`src/rtl/rmw_pkg.sv`:
```
package rmw_pkg;
  localparam logic [2:0] CODE_WR = 3'b000;
  localparam logic [2:0] CODE_RD = 3'b001;
  localparam logic [2:0] CODE_BW = 3'b011;

  typedef enum logic [1:0] {K_WR, K_RD, K_BW, K_BAD} cmd_kind_e;
  typedef enum logic [1:0] {S_IDLE, S_RD_WAIT, S_MERGE} seq_state_e;
endpackage

```
`src/rtl/rmw_cmd_dec.sv`:
```
module rmw_cmd_dec
  import rmw_pkg::*;
#(
  parameter int MW = 4
) (
  input  logic [2:0]    code_i,
  input  logic [MW-1:0] mask_i,
  output cmd_kind_e     kind_o,
  output logic          mask_full_o
);
  always_comb begin
    unique case (code_i)
      CODE_WR: kind_o = K_WR;
      CODE_RD: kind_o = K_RD;
      CODE_BW: kind_o = K_BW;
      default: kind_o = K_BAD;
    endcase
  end

  assign mask_full_o = &mask_i;
endmodule

```
`src/rtl/rmw_rd_track.sv`:
```
module rmw_rd_track #(
  parameter int MAX_RD = 4
) (
  input  logic clk_i,
  input  logic rst_ni,
  input  logic inc_i,
  input  logic ret_i,
  output logic pend_o,
  output logic full_o
);
  localparam int CW = $clog2(MAX_RD + 1);

  logic [CW-1:0] cnt_q;
  logic          dec;

  // returns only retire plain reads while any are in flight
  assign dec    = ret_i && (cnt_q != '0);
  assign pend_o = (cnt_q != '0);
  assign full_o = (cnt_q == CW'(MAX_RD));

  always_ff @(posedge clk_i or negedge rst_ni) begin
    if (!rst_ni) cnt_q <= '0;
    else if (inc_i && !dec) cnt_q <= cnt_q + 1'b1;
    else if (dec && !inc_i) cnt_q <= cnt_q - 1'b1;
  end
endmodule

```
`src/rtl/rmw_hold_buf.sv`:
```
module rmw_hold_buf #(
  parameter int DW = 32
) (
  input  logic            clk_i,
  input  logic            rst_ni,
  input  logic            old_ld_i,
  input  logic [DW-1:0]   old_i,
  input  logic            new_ld_i,
  input  logic [DW-1:0]   new_i,
  input  logic            mask_ld_i,
  input  logic [DW/8-1:0] mask_i,
  output logic [DW-1:0]   old_o,
  output logic [DW-1:0]   new_o,
  output logic [DW/8-1:0] mask_o,
  output logic [DW-1:0]   merged_o
);
  localparam int MW = DW / 8;

  logic [DW-1:0] old_q, new_q;
  logic [MW-1:0] mask_q;

  always_ff @(posedge clk_i or negedge rst_ni) begin
    if (!rst_ni) begin
      old_q  <= '0;
      new_q  <= '0;
      mask_q <= '0;
    end else begin
      if (old_ld_i)  old_q  <= old_i;
      if (new_ld_i)  new_q  <= new_i;
      if (mask_ld_i) mask_q <= mask_i;
    end
  end

  for (genvar b = 0; b < MW; b++) begin : g_byte
    assign merged_o[8*b +: 8] = mask_q[b] ? new_q[8*b +: 8] : old_q[8*b +: 8];
  end

  assign old_o  = old_q;
  assign new_o  = new_q;
  assign mask_o = mask_q;
endmodule

```
`src/rtl/rmw_seq.sv`:
```
module rmw_seq
  import rmw_pkg::*;
#(
  parameter int DW     = 32,
  parameter int AW     = 16,
  parameter int MAX_RD = 4
) (
  input  logic            clk_i,
  input  logic            rst_ni,
  input  logic            cmd_valid_i,
  output logic            cmd_ready_o,
  input  logic [2:0]      cmd_code_i,
  input  logic [AW-1:0]   cmd_addr_i,
  input  logic [DW/8-1:0] cmd_mask_i,
  input  logic            wdata_valid_i,
  input  logic [DW-1:0]   wdata_i,
  input  logic            rd_valid_i,
  input  logic [DW-1:0]   rd_data_i,
  output logic            mc_cmd_valid_o,
  output logic            mc_cmd_rd_o,
  output logic            mc_rmw_o,
  output logic [AW-1:0]   mc_addr_o,
  output logic            mrg_valid_o,
  output logic [DW-1:0]   mrg_old_o,
  output logic [DW-1:0]   mrg_new_o,
  output logic [DW/8-1:0] mrg_mask_o,
  output logic [DW-1:0]   mrg_data_o,
  output logic            proto_err_o,
  output logic            bad_cmd_o,
  output logic            late_data_o
);
  localparam int MW = DW / 8;

  seq_state_e    state_q;
  cmd_kind_e     kind;
  logic          mask_full;
  logic          acc, bw_acc, rd_acc;
  logic          pend, trk_full, rmw_cap;
  logic          first_q, have_q;
  logic          new_ld;
  logic [DW-1:0] new_val;
  logic [AW-1:0] addr_q;
  logic          mc_v_q, mc_rd_q, mc_rmw_q;
  logic [AW-1:0] mc_addr_q;
  logic          perr_q, bad_q, late_q;

  rmw_cmd_dec #(.MW(MW)) u_dec (
    .code_i      (cmd_code_i),
    .mask_i      (cmd_mask_i),
    .kind_o      (kind),
    .mask_full_o (mask_full)
  );

  assign cmd_ready_o = (state_q == S_IDLE) && !trk_full;
  assign acc         = cmd_valid_i && cmd_ready_o;
  assign bw_acc      = acc && (kind == K_BW);
  assign rd_acc      = acc && (kind == K_RD);

  rmw_rd_track #(.MAX_RD(MAX_RD)) u_trk (
    .clk_i  (clk_i),
    .rst_ni (rst_ni),
    .inc_i  (rd_acc),
    .ret_i  (rd_valid_i),
    .pend_o (pend),
    .full_o (trk_full)
  );

  // the byte-write word is the first return once older plain reads drain
  assign rmw_cap = (state_q == S_RD_WAIT) && rd_valid_i && !pend;

  // new data: acceptance cycle, else the following cycle, else zero
  assign new_ld  = bw_acc || (first_q && !have_q && wdata_valid_i);
  assign new_val = wdata_valid_i ? wdata_i : '0;

  rmw_hold_buf #(.DW(DW)) u_buf (
    .clk_i     (clk_i),
    .rst_ni    (rst_ni),
    .old_ld_i  (rmw_cap),
    .old_i     (rd_data_i),
    .new_ld_i  (new_ld),
    .new_i     (new_val),
    .mask_ld_i (bw_acc),
    .mask_i    (cmd_mask_i),
    .old_o     (mrg_old_o),
    .new_o     (mrg_new_o),
    .mask_o    (mrg_mask_o),
    .merged_o  (mrg_data_o)
  );

  always_ff @(posedge clk_i or negedge rst_ni) begin
    if (!rst_ni) begin
      state_q <= S_IDLE;
      addr_q  <= '0;
      first_q <= 1'b0;
      have_q  <= 1'b0;
    end else begin
      first_q <= bw_acc;
      if (bw_acc) begin
        have_q <= wdata_valid_i;
        addr_q <= cmd_addr_i;
      end
      unique case (state_q)
        S_IDLE:    if (bw_acc) state_q <= S_RD_WAIT;
        S_RD_WAIT: if (rmw_cap) state_q <= S_MERGE;
        S_MERGE:   state_q <= S_IDLE;
        default:   state_q <= S_IDLE;
      endcase
    end
  end

  always_ff @(posedge clk_i or negedge rst_ni) begin
    if (!rst_ni) begin
      mc_v_q    <= 1'b0;
      mc_rd_q   <= 1'b0;
      mc_rmw_q  <= 1'b0;
      mc_addr_q <= '0;
      perr_q    <= 1'b0;
      bad_q     <= 1'b0;
      late_q    <= 1'b0;
    end else begin
      mc_v_q   <= 1'b0;
      mc_rd_q  <= 1'b0;
      mc_rmw_q <= 1'b0;
      perr_q   <= acc && (kind == K_WR) && !mask_full;
      bad_q    <= acc && (kind == K_BAD);
      late_q   <= first_q && !have_q && !wdata_valid_i;
      if (state_q == S_MERGE) begin
        mc_v_q    <= 1'b1;
        mc_rmw_q  <= 1'b1;
        mc_addr_q <= addr_q;
      end else if (acc && (kind != K_BAD)) begin
        mc_v_q    <= 1'b1;
        mc_rd_q   <= (kind != K_WR);
        mc_rmw_q  <= (kind == K_BW);
        mc_addr_q <= cmd_addr_i;
      end
    end
  end

  assign mrg_valid_o    = (state_q == S_MERGE);
  assign mc_cmd_valid_o = mc_v_q;
  assign mc_cmd_rd_o    = mc_rd_q;
  assign mc_rmw_o       = mc_rmw_q;
  assign mc_addr_o      = mc_addr_q;
  assign proto_err_o    = perr_q;
  assign bad_cmd_o      = bad_q;
  assign late_data_o    = late_q;
endmodule

```
`config.mk`:
```
export PLATFORM = sky130hd
export DESIGN_NAME = rmw_seq
export DESIGN_NICKNAME = d
export VERILOG_FILES = /design/src/rtl/rmw_pkg.sv /design/src/rtl/rmw_cmd_dec.sv /design/src/rtl/rmw_rd_track.sv /design/src/rtl/rmw_hold_buf.sv /design/src/rtl/rmw_seq.sv
export SDC_FILE = /design/constraint.sdc
export NUM_CORES = 1
export LEC_CHECK = 0
export ABC_CLOCK_PERIOD_IN_PS = 4620
export BUFFER_PORTS_ARGS = -buffer_cell sky130_fd_sc_hd__buf_2
export CAP_MARGIN = 20
export CORE_ASPECT_RATIO = 0.7
export CORE_MARGIN = 2
export CORE_UTILIZATION = 35
export DETAILED_ROUTE_END_ITERATION = 8
export GPL_TIMING_DRIVEN = 1
export SYNTH_ARGS = -nofsm -noshare
export SYNTH_HDL_FRONTEND = slang
export SYNTH_SLANG_ARGS = --single-unit
```
`constraint.sdc`:
```
create_clock -name clk_i -period 4.62 [get_ports clk_i]
set_input_delay 0.231 -clock clk_i [delete_from_list [all_inputs] [get_ports clk_i]]
set_output_delay 0.231 -clock clk_i [all_outputs]
set_load 0.01 [all_outputs]
```
### Word level (Yosys, flattened, before mapping)

Cells that the tools add are included.

| word-level totals | value |
|---|---|
| input port bits | 92 |
| bits in registers | 113 |
| word-level logic and storage cells | 80 |
| output and inout bits | 124 |

| operators by class | value |
|---|---|
| reduce and logical (&&, ||, !) cells | 33 |
| add/sub/neg operators | 2 |
| eq/ne operators | 11 |
| muxes and demuxes | 19 |

Operators by type and width:

| operator | number |
|---|---|
| 2-to-1 mux 16 bit | 2 |
| 2-to-1 mux 32 bit | 1 |
| 2-to-1 mux 8 bit | 4 |
| logical AND 1 bit | 16 |
| zero test 1 bit | 7 |
| equality test 2 bit, second input constant | 3 |
| 2-to-1 mux 1 bit | 6 |
| 2-to-1 mux 3 bit | 2 |
| inequality test 2 bit, second input constant | 3 |
| case mux 2 bit (3 select lines) | 1 |
| nonzero test 2 bit | 3 |
| equality test 2 x 1 -> 1 bit, second input constant | 2 |
| zero test 2 bit | 2 |
| 2-to-1 mux 2 bit | 2 |
| case mux 2 bit (2 select lines) | 1 |
| AND reduction 4 bit | 1 |
| adder 3 x 1 -> 3 bit, second input constant | 1 |
| equality test 3 x 1 -> 1 bit, second input constant | 1 |
| equality test 3 x 2 -> 1 bit, second input constant | 1 |
| equality test 3 bit, second input constant | 1 |
| zero test 3 bit | 1 |
| nonzero test 3 bit | 1 |
| subtractor 3 x 1 -> 3 bit, second input constant | 1 |
| AND reduction 2 bit | 1 |
| logical OR 1 bit | 1 |

### Longest topological paths before layout

Gate-level depths: netlist of the first run.

| depth | value |
|---|---|
| depth after elaboration | 9 |
| mapped depth | 9 |
| depth with buffers taken out | 9 |

### Hierarchy

A second synthesis of the first run with hierarchy kept.

| unflattened totals | value |
|---|---|
| cells, all modules | 412 |
| area total of the unflattened synthesis | 5679.2 um^2 |

By module, submodules not included:

| module | instances | cells an instance | area each (um^2) | seq. area each (um^2) |
|---|---|---|---|---|
| rmw_hold_buf | 1 | 180 | 3215.6 | 1701.6 |
| rmw_seq | 1 | 214 | 2255.9 | 1051.0 |
| rmw_rd_track | 1 | 14 | 177.7 | 75.1 |
| rmw_cmd_dec | 1 | 4 | 30.0 | 0.0 |

### Least setup slack after synthesis of the first run

OpenSTA, ideal clock, no wires.

| path | value |
|---|---|
| path kind | register to register |
| start | register state_q[0] |
| end | register u_trk.cnt_q[2] |
| setup time | 0.079 ns |
| required time | 4.541 ns |
| clock period less this slack | 2.311 ns |
| data arrival time | 2.232 ns |
| path slack | 2.309 ns |
| cell stages (with the launch flop) | 10 |
| buffers on the path | 0 |
| cell sequence | dfrtp_1 or3b_4 or2_4 nor4_1 ha_1 inv_1 fa_1 xor2_1 nor2_1 xor2_1 |

| between the ends | value |
|---|---|
| word-level cells in the longest chain between the ends | 7 |
| elaborated cells between the ends (all ways) | 9 |
| classes of those cells | mux (1); reduce/logical (8) |

RTL lines:

| element | line | RTL |
|---|---|---|
| start: declaration | rmw_seq.sv:34 | `seq_state_e state_q;` |
| start signal: assignment | rmw_seq.sv:92 | `state_q <= S_IDLE;` |
| start signal: assignment | rmw_seq.sv:103 | `S_IDLE: if (bw_acc) state_q <= S_RD_WAIT;` |
| start signal: assignment | rmw_seq.sv:104 | `S_RD_WAIT: if (rmw_cap) state_q <= S_MERGE;` |
| zero test 2 bit (*) | rmw_seq.sv:54 | `assign cmd_ready_o = (state_q == S_IDLE) && !trk_full;` |
| logical AND 1 bit (*) | rmw_seq.sv:54 |  |
| logical AND 1 bit (*) | rmw_seq.sv:55 | `assign acc = cmd_valid_i && cmd_ready_o;` |
| logical AND 1 bit (*) | rmw_seq.sv:57 | `assign rd_acc = acc && (kind == K_RD);` |
| zero test 1 bit | rmw_rd_track.sv:24 | `else if (dec && !inc_i) cnt_q <= cnt_q - 1'b1;` |
| logical AND 1 bit | rmw_rd_track.sv:24 |  |
| nonzero test 2 bit (no line) | - |  |
| end signal: assignment | rmw_rd_track.sv:23 | `else if (inc_i && !dec) cnt_q <= cnt_q + 1'b1;` |
| end signal: assignment | rmw_rd_track.sv:24 |  |
| end: declaration | rmw_rd_track.sv:13 | `logic [CW-1:0] cnt_q;` |

Mark *: on every way between the ends. The rest lies on a longest branch, timed or not.
A chain may end at the register's enable or synchronous reset.

### Worst setup path in the final report of the first run

| path | value |
|---|---|
| start | register u_trk.cnt_q[1] |
| end | register u_buf.new_q[30] (netlist: u_buf.new_o[30]) |

| between the ends | value |
|---|---|
| word-level cells in the longest chain between the ends | 6 |

RTL lines:

| element | line | RTL |
|---|---|---|
| equality test 3 bit | rmw_rd_track.sv:19 | `assign full_o = (cnt_q == CW'(MAX_RD));` |
| zero test 1 bit | rmw_seq.sv:54 |  |
| logical AND 1 bit | rmw_seq.sv:54 |  |
| logical AND 1 bit | rmw_seq.sv:55 |  |
| logical AND 1 bit | rmw_seq.sv:56 | `assign bw_acc = acc && (kind == K_BW);` |
| logical OR 1 bit | rmw_seq.sv:72 | `assign new_ld = bw_acc \|\| (first_q && !have_q && wdata_valid_i);` |
| end signal: assignment | rmw_hold_buf.sv:29 | `if (new_ld_i) new_q <= new_i;` |
| end: declaration | rmw_hold_buf.sv:19 | `logic [DW-1:0] old_q, new_q;` |

Every way passes these cells.

==> impl_metrics.json, run 1 <==
{
  "endpoint_kind": "flip-flop",
  "slew_headroom_pct": 44.8,
  "hold_path_class": "in2reg",
  "startpoint_type": "flip-flop",
  "grt_pass1_wl_um": 20900,
  "grt_max_degree": 65,
  "ys_seq_area_share_pct": 54.7,
  "viasPerCell": 4.78,
  "clk_latency_ps": 410,
  "layout_min_cycle_time_ps": 2900,
  "dp_hpwl_um": 9450,
  "drt_pass1_iterations": 4,
  "yosysWarnings": 0,
  "rows": 37,
  "max_clock_freq_ghz": 0.344,
  "start_util_pct": 35.4,
  "worst-path-stages": 7,
  "cts_resized": 0,
  "port_buffers": 215,
  "synth-seq-cells": 113,
  "cts_buffers": 17,
  "wirelength_um": 13600,
  "cts_tree": "yes",
  "final_common_cell": "buf_2",
  "m1WireLength_um": 6150,
  "cellLeakagePower_nw": 3.49,
  "highest_layer": "met4",
  "track_usage_pct": 17.5,
  "layout_common_cells": "buf_2, dfrtp_1, mux2_2",
  "fillCellCount": 1325,
  "cp_slowest_stage_delay_ps": 570,
  "clock_path_buffers": 2,
  "syn_inst": 407,
  "drt-initial-drc-count": 122,
  "core_area_um2": 14600,
  "slowest_stage": "nor3b_1",
  "r2r_start": "u_trk.cnt_q[1]",
  "crit_buf_inv": 2,
  "dieWidth_um": 149,
  "htreeDepth": 4,
  "r2r_slack_ps": 1720,
  "peakVddDrop_uv": 266,
  "critPathCapture": "u_buf.new_o[30]",
  "synthFlopType": "dfrtp_1",
  "hold_viol": 0,
  "dieArea_um2": 15800,
  "grt_pass1_vias": 3978,
  "powerDensity_nw_per_um2": 713,
  "drv_cap": 0,
  "route.detailed.drc": 0,
  "wl_met2_um": 6380,
  "synth.distinct_cells": 32,
  "routedWlPerCell_um": 16.4,
  "async_reset_ff_share_pct": 100,
  "crit_start": "u_trk.cnt_q[1]",
  "rsz0062_at_grt": "no",
  "io_pins": 216,
  "cp_top_family": "simple AND/OR/NAND/NOR gates",
  "nets": 714,
  "cp_max_fo": 55,
  "syn_area_per_cell_um2": 12.7,
  "antenna_cells": 0,
  "cp.required_ps": 4880,
  "antenna_found_initial": 0,
  "worstPathCellList": "nor3b_1 > or2_4 > or3_4 > clkinv_4 > nor2b_4 > buf_12 > o22ai_1",
  "wl_met3_um": 780,
  "tightest_slew_ps": 827,
  "vias": 3956,
  "slew_viol_final": 0,
  "syn_to_final_growth_pct": 35.6,
  "fin_ws_ps": 1720,
  "overflow": 0,
  "drive_above_1_share_pct": 58.7,
  "outcome": "completed",
  "cts_root_buffer": "clkbuf_16",
  "die_h_um": 106,
  "synth_edf_count": 0,
  "pre_cts_ws_ps": 1340,
  "timing.rr.end": "u_buf.new_o[30]",
  "ant_nets": 0,
  "finalCritPeriodShare_pct": 62.8,
  "synth_fp_nets": 501,
  "syn_area_um2": 5170,
  "clk_pin_slew_ps": 50,
  "reg2reg_depth": 7,
  "crit_type": "reg2reg",
  "fin_worst_skew_ps": 6.55,
  "cp_data_arrival_time_ps": 3160,
  "place.gp.congestion": 0.727,
  "cts_num_sinks": 113,
  "setup_tns_ps": 0,
  "setup_violations": 0
}
==> synth_stat cells (all sizes together) (2+ instances only) <==
cell type	n	area share [%]
dfrtp	113	55
mux2	86	19
nand2	67	4.9
o22ai	32	7.5
nor2	19	1.4
clkbuf	18	1.3
a21oi	17	1.6
mux2i	16	3.1
buf	10	2.0
inv	3	0.22
nor3	3	0.29
nand2b	2	0.24
nand3b	2	0.29
nor3b	2	0.29
nor4	2	0.36
or2	2	0.29
xor2	2	0.34
==> worst register-to-register path: stages (launching register included) <==
cell and delay, ps:
dfrtp_1 450, nor3b_1 580, or2_4 270, or3_4 150
clkinv_4 410, nor2b_4 540, buf_12 250, o22ai_1 120
==> repair_timing <==
item	4_1_cts	5_1_grt
hold endpoints to repair	63	0
hold buffers	1	0
setup buffers	0	0
==> how the worst min path moves through the flow <==
stage                  from              to  slack (ps)  cells after the start
2_1_floorplan        rst_ni       addr_q[0]         -60                      0
3_3_place_gp         rst_ni       addr_q[9]         380                      1
3_5_place_dp         rst_ni    mc_addr_o[7]         390                      1
4_1_cts        rd_data_i[0]  u_buf.old_o[0]          40                      2
5_1_grt        rd_data_i[0]  u_buf.old_o[0]          40                      2
6_report       rd_data_i[0]  u_buf.old_o[0]          50                      2
==> area by class of cell <==
type                            count  area (µm²)  share of cell area [%]
Sequential cell                   113        2830                    40.4
Timing Repair Buffer              222        1150                    16.4
Multi-Input combinational cell    262        2170                    30.9
Tap cell                          195         244                    3.48
Clock buffer                       26         499                    7.13
Clock inverter                      5         100                    1.43
Inverter                            4        20.0                   0.286
==> logic make-up (layout without fill, tap and decap cells) <==
| group | count (synthesis) | in the layout | share of synthesized area, % |
|---|---|---|---|
| AND/OR/NAND/NOR | 103 | 103 | 8.69 |
| adder cells (fa/ha/maj) | 2 | 2 | 0.630 |
| buffers and inverters | 32 | 257 | 3.66 |
| XOR/XNOR | 3 | 3 | 0.509 |
| AO/OA/AOI/OAI | 52 | 52 | 9.93 |
| flip-flops | 113 | 113 | 54.7 |
| multiplexers | 102 | 102 | 21.8 |
==> flip-flops by register name, summed over array words and instances, names as in the netlist <==
| register | flops |
|---|---|
| u_buf.mask_o | 4 |
| u_buf.old_o | 32 |
| mc_addr_o | 16 |
| late_data_o | 1 |
| addr_q | 16 |
| state_q | 2 |
| mc_cmd_valid_o | 1 |
| mc_rmw_o | 1 |
| proto_err_o | 1 |
| mc_cmd_rd_o | 1 |
| have_q | 1 |
| u_buf.new_o | 32 |
| bad_cmd_o | 1 |
| first_q | 1 |
| u_trk.cnt_q | 3 |
==> routing by layer <==
| layer | track usage (%) | up-vias |
|---|---|---|
| met1 | 22.2 | 1935 |
| met3 | 4.46 | 16 |
| met4 | 7.89 | 0 |
| met2 | 28.1 | 143 |
| li1 | - | 1862 |
| met5 | 0 | - |
==> per-stage QoR <==
step	cells	util [%]	area [µm²]	hold slack, ps	total power, mW
global placement	794	43.7	6370	380	3.64
global route	827	48.0	7000	35.5	5.31
finish	827	48.0	7000	54.5	5.00
detailed placement	794	43.7	6370	393	3.70
CTS	826	47.9	6980	38.0	5.06
floorplan	407	-	5170	-64.6	2.89
==> where the power goes <==
| group | switching [mW] | total (mW) | internal (mW) |
|---|---|---|---|
| combinational | 0.850 | 1.83 | 0.984 |
| clock | 0.427 | 1.33 | 0.900 |
| sequential | 0.393 | 1.84 | 1.44 |
| total | 1.67 | 5.00 | 3.33 |
Note: power is estimated with default switching activity, not from simulation.
==> inputs of run 2 (changes only) <==
--- a/config.mk
+++ b/config.mk
@@ -5,7 +5,8 @@
 export SDC_FILE = /design/constraint.sdc
 export NUM_CORES = 1
 export LEC_CHECK = 0
-export ABC_CLOCK_PERIOD_IN_PS = 4620
+export ABC_AREA = 1
+export ABC_CLOCK_PERIOD_IN_PS = 2500
 export BUFFER_PORTS_ARGS = -buffer_cell sky130_fd_sc_hd__buf_2
 export CAP_MARGIN = 20
 export CORE_ASPECT_RATIO = 0.7
==> constraint.sdc (replaced) <==
create_clock -name clk_i -period 2.5 [get_ports clk_i]
set_input_delay 0.125 -clock clk_i [delete_from_list [all_inputs] [get_ports clk_i]]
set_output_delay 0.125 -clock clk_i [all_outputs]
set_load 0.01 [all_outputs]
==> run 2 against run 1 <==
  * Sequential share of layout area fell by 4.2 points
  * Hold slack lost 39 ps
  * Utilization up 5.2 points
  * Register-to-register slack worse by 1400 ps
  * Setup slack worse by 1400 ps
  * Global-route usage up 2.8 points
  * Non-clock buffer count increased by 76
  * Count of clock-buffer cells in the layout decreased by 9
  * Largest cell class unchanged
  * Maximum frequency is 35% higher
  * Critical endpoint is now u_trk.cnt_q[2]
  * Clock skew increased by 9.1 ps
==> impl_metrics.json, run 2 <==
{
  "rsz0062_at_grt": "no",
  "slowest_stage": "dfrtp_1",
  "ant_nets": 0,
  "pre_cts_ws_ps": 360,
  "cp_slowest_stage_delay_ps": 420,
  "final_common_cell": "nand2_1",
  "htreeDepth": 4,
  "synth_top_area_share_pct": 53.9,
  "clock_path_buffers": 2,
  "powerDensity_nw_per_um2": 1180,
  "r2r_slack_ps": 340,
  "dieWidth_um": 150,
  "clk_pin_slew_ps": 60,
  "viasPerCell": 4.48,
  "synth.area.top_cells": "dfrtp_1, nand2_1, inv_1, o21ai_0, nand3_1",
  "die_h_um": 106,
  "cts_num_sinks": 113,
  "postCtsSetupRepairBufs": 0,
  "clk_latency_ps": 400,
  "hold_path_class": "in2reg",
  "syn_area_per_cell_um2": 7.98,
  "crit_start": "u_trk.cnt_q[0]",
  "syn_to_final_growth_pct": 48.9,
  "drt-initial-drc-count": 251,
  "timing.rr.end": "u_trk.cnt_q[2]",
  "track_usage_pct": 20.3,
  "max_clock_freq_ghz": 0.464,
  "drt_pass1_iterations": 6,
  "setup_tns_ps": 0,
  "crit_top_cell": "nand2_1",
  "cp.required_ps": 2780,
  "wirelength_um": 15700,
  "grt_max_degree": 73,
  "io_pins": 216,
  "cellLeakagePower_nw": 4.38,
  "route.detailed.drc": 0,
  "layout_min_cycle_time_ps": 2160,
  "fin_worst_skew_ps": 15.6,
  "hold_viol": 0,
  "grt_pass1_wl_um": 25400,
  "cts_tree": "yes",
  "slew_viol_final": 0,
  "vias": 5141,
  "synth-seq-cells": 113,
  "routedWlPerCell_um": 13.7,
  "overflow": 0,
  "dieArea_um2": 16000,
  "peakVddDrop_uv": 640,
  "dp_hpwl_um": 10500,
  "syn_area_um2": 5250,
  "rows": 37,
  "cts_buffers": 17,
  "yosys.area.top_type": "dfrtp_1",
  "nets": 1034,
  "async_reset_ff_share_pct": 100,
  "startpoint_type": "flip-flop",
  "final_cells": 1148,
  "tightest_slew_ps": 662,
  "synth_fp_nets": 752,
  "core_area_um2": 14700,
  "cp_data_arrival_time_ps": 2430,
  "layout_common_cells": "nand2_1, buf_2, dfrtp_1",
  "endpoint_kind": "flip-flop",
  "cts_root_buffer": "clkbuf_16",
  "worstPathCellList": "nor2_2 > nand2_1 > and2_1 > nand2_1 > nor3b_1 > ha_1 > inv_1 > fa_1 > a21oi_1 > o21ai_0 > xor2_1",
  "start_util_pct": 35.8,
  "port_buffers": 215,
  "fin_ws_ps": 344,
  "slew_headroom_pct": 55.7,
  "drive_above_1_share_pct": 28.3,
  "finalCritPeriodShare_pct": 86.3,
  "synth_edf_count": 0,
  "dp.cells": 1045,
  "antenna_cells": 0,
  "place.gp.congestion": 0.784,
  "final_util_pct": 53.3,
  "reg2reg_depth": 11,
  "outcome": "completed",
  "ys_seq_area_share_pct": 53.9,
  "synth.distinct_cells": 27,
  "crit_type": "reg2reg",
  "syn_inst": 658,
  "synthTopCellsByCount": "nand2_1, dfrtp_1, inv_1",
  "setup_violations": 0,
  "drv_cap": 0,
  "yosysWarnings": 0,
  "synthFlopType": "dfrtp_1",
  "cp_max_fo": 3,
  "grt_pass1_vias": 4896,
  "critPathCapture": "u_trk.cnt_q[2]",
  "r2r_start": "u_trk.cnt_q[0]",
  "yosys.cell_count.top_type": "nand2_1",
  "antenna_found_initial": 0
}
## run 2: changes by cell type after synthesis, moves of 15 or more
cell | before | now
o22ai_2 | 30 | 0
o21ai_1 | 0 | 40
nand2_1 | 67 | 252
mux2_2 | 86 | 1
o21ai_0 | 1 | 58
a21oi_1 | 17 | 1
inv_1 | 3 | 85
mux2i_1 | 16 | 0
buf_2 | 0 | 15
nand3_1 | 0 | 50
## run 2: cells by family after synthesis
kind of cell	count (synthesis)	share of synthesized area, %
XOR/XNOR	2	0.334
adder cells (fa/ha/maj)	2	0.620
multiplexers	1	0.215
buffers and inverters	123	10.3
AND/OR/NAND/NOR	318	25.2
flip-flops	113	53.9
AO/OA/AOI/OAI	99	9.44
## run 2: power breakdown
| part | switching, mW | leakage (nW) | internal, mW |
|---|---|---|---|
| Combinational | 1.88 | 2.66 | 1.45 |
| Clock | 0.939 | 0.303 | 1.60 |
| Sequential | 0.695 | 1.41 | 2.67 |
## run 2: critical path, delay by kind of cell (launching register included)
kind	cells	cell delay, ps
simple gates	5	600
fa+ha+maj	2	550
flops	1	420
compound gates	2	250
xor+xnor	1	150
buf+inv	1	60
## run 2: routing by layer
metal	GRT usage (%)	part of all wire [%]
met4	4.99	0.63
met5	0	0
met1	28.6	49
met2	31.9	45
met3	4.33	5.6
## run 2: area by class of cell
cell class              count  area, µm²
clock buffers              17        425
clock inverters            15        199
fillers                  1417       6860
inverters                  88        330
multi-input cells         422       1890
flip-flops and latches    113       2830
well taps                 195        244
repair buffers            298       1900
## run 2: repair_timing
item | in CTS | in global routing
endpoints found under the hold margin | 111 | 0
resized for setup | 0 | 0
endpoints found under the setup margin | 0 | 0
hold buffers | 71 | 0
## run 2: how the worst min path moves through the flow
stage	cells after the start	start	slack (ps)	endpoint
5_1_grt	5	wdata_i[24]	20	u_buf.new_o[24]
3_5_place_dp	1	rst_ni	170	proto_err_o
4_1_cts	3	cmd_addr_i[0]	0.1	addr_q[0]
2_1_floorplan	0	rst_ni	-170	addr_q[0]
3_3_place_gp	1	rst_ni	170	proto_err_o
6_report	5	wdata_i[24]	20	u_buf.new_o[24]
## run 2: through the flow
step | total power [mW] | hold WS (ps) | area (µm²)
4_1_cts | 9.33 | 0.117 | 7820
3_3_place_gp | 6.63 | 173 | 6480
3_5_place_dp | 6.65 | 173 | 6480
6_report | 9.24 | 15.1 | 7820
2_1_floorplan | 5.05 | -171 | 5250
5_1_grt | 9.94 | 15.5 | 7820
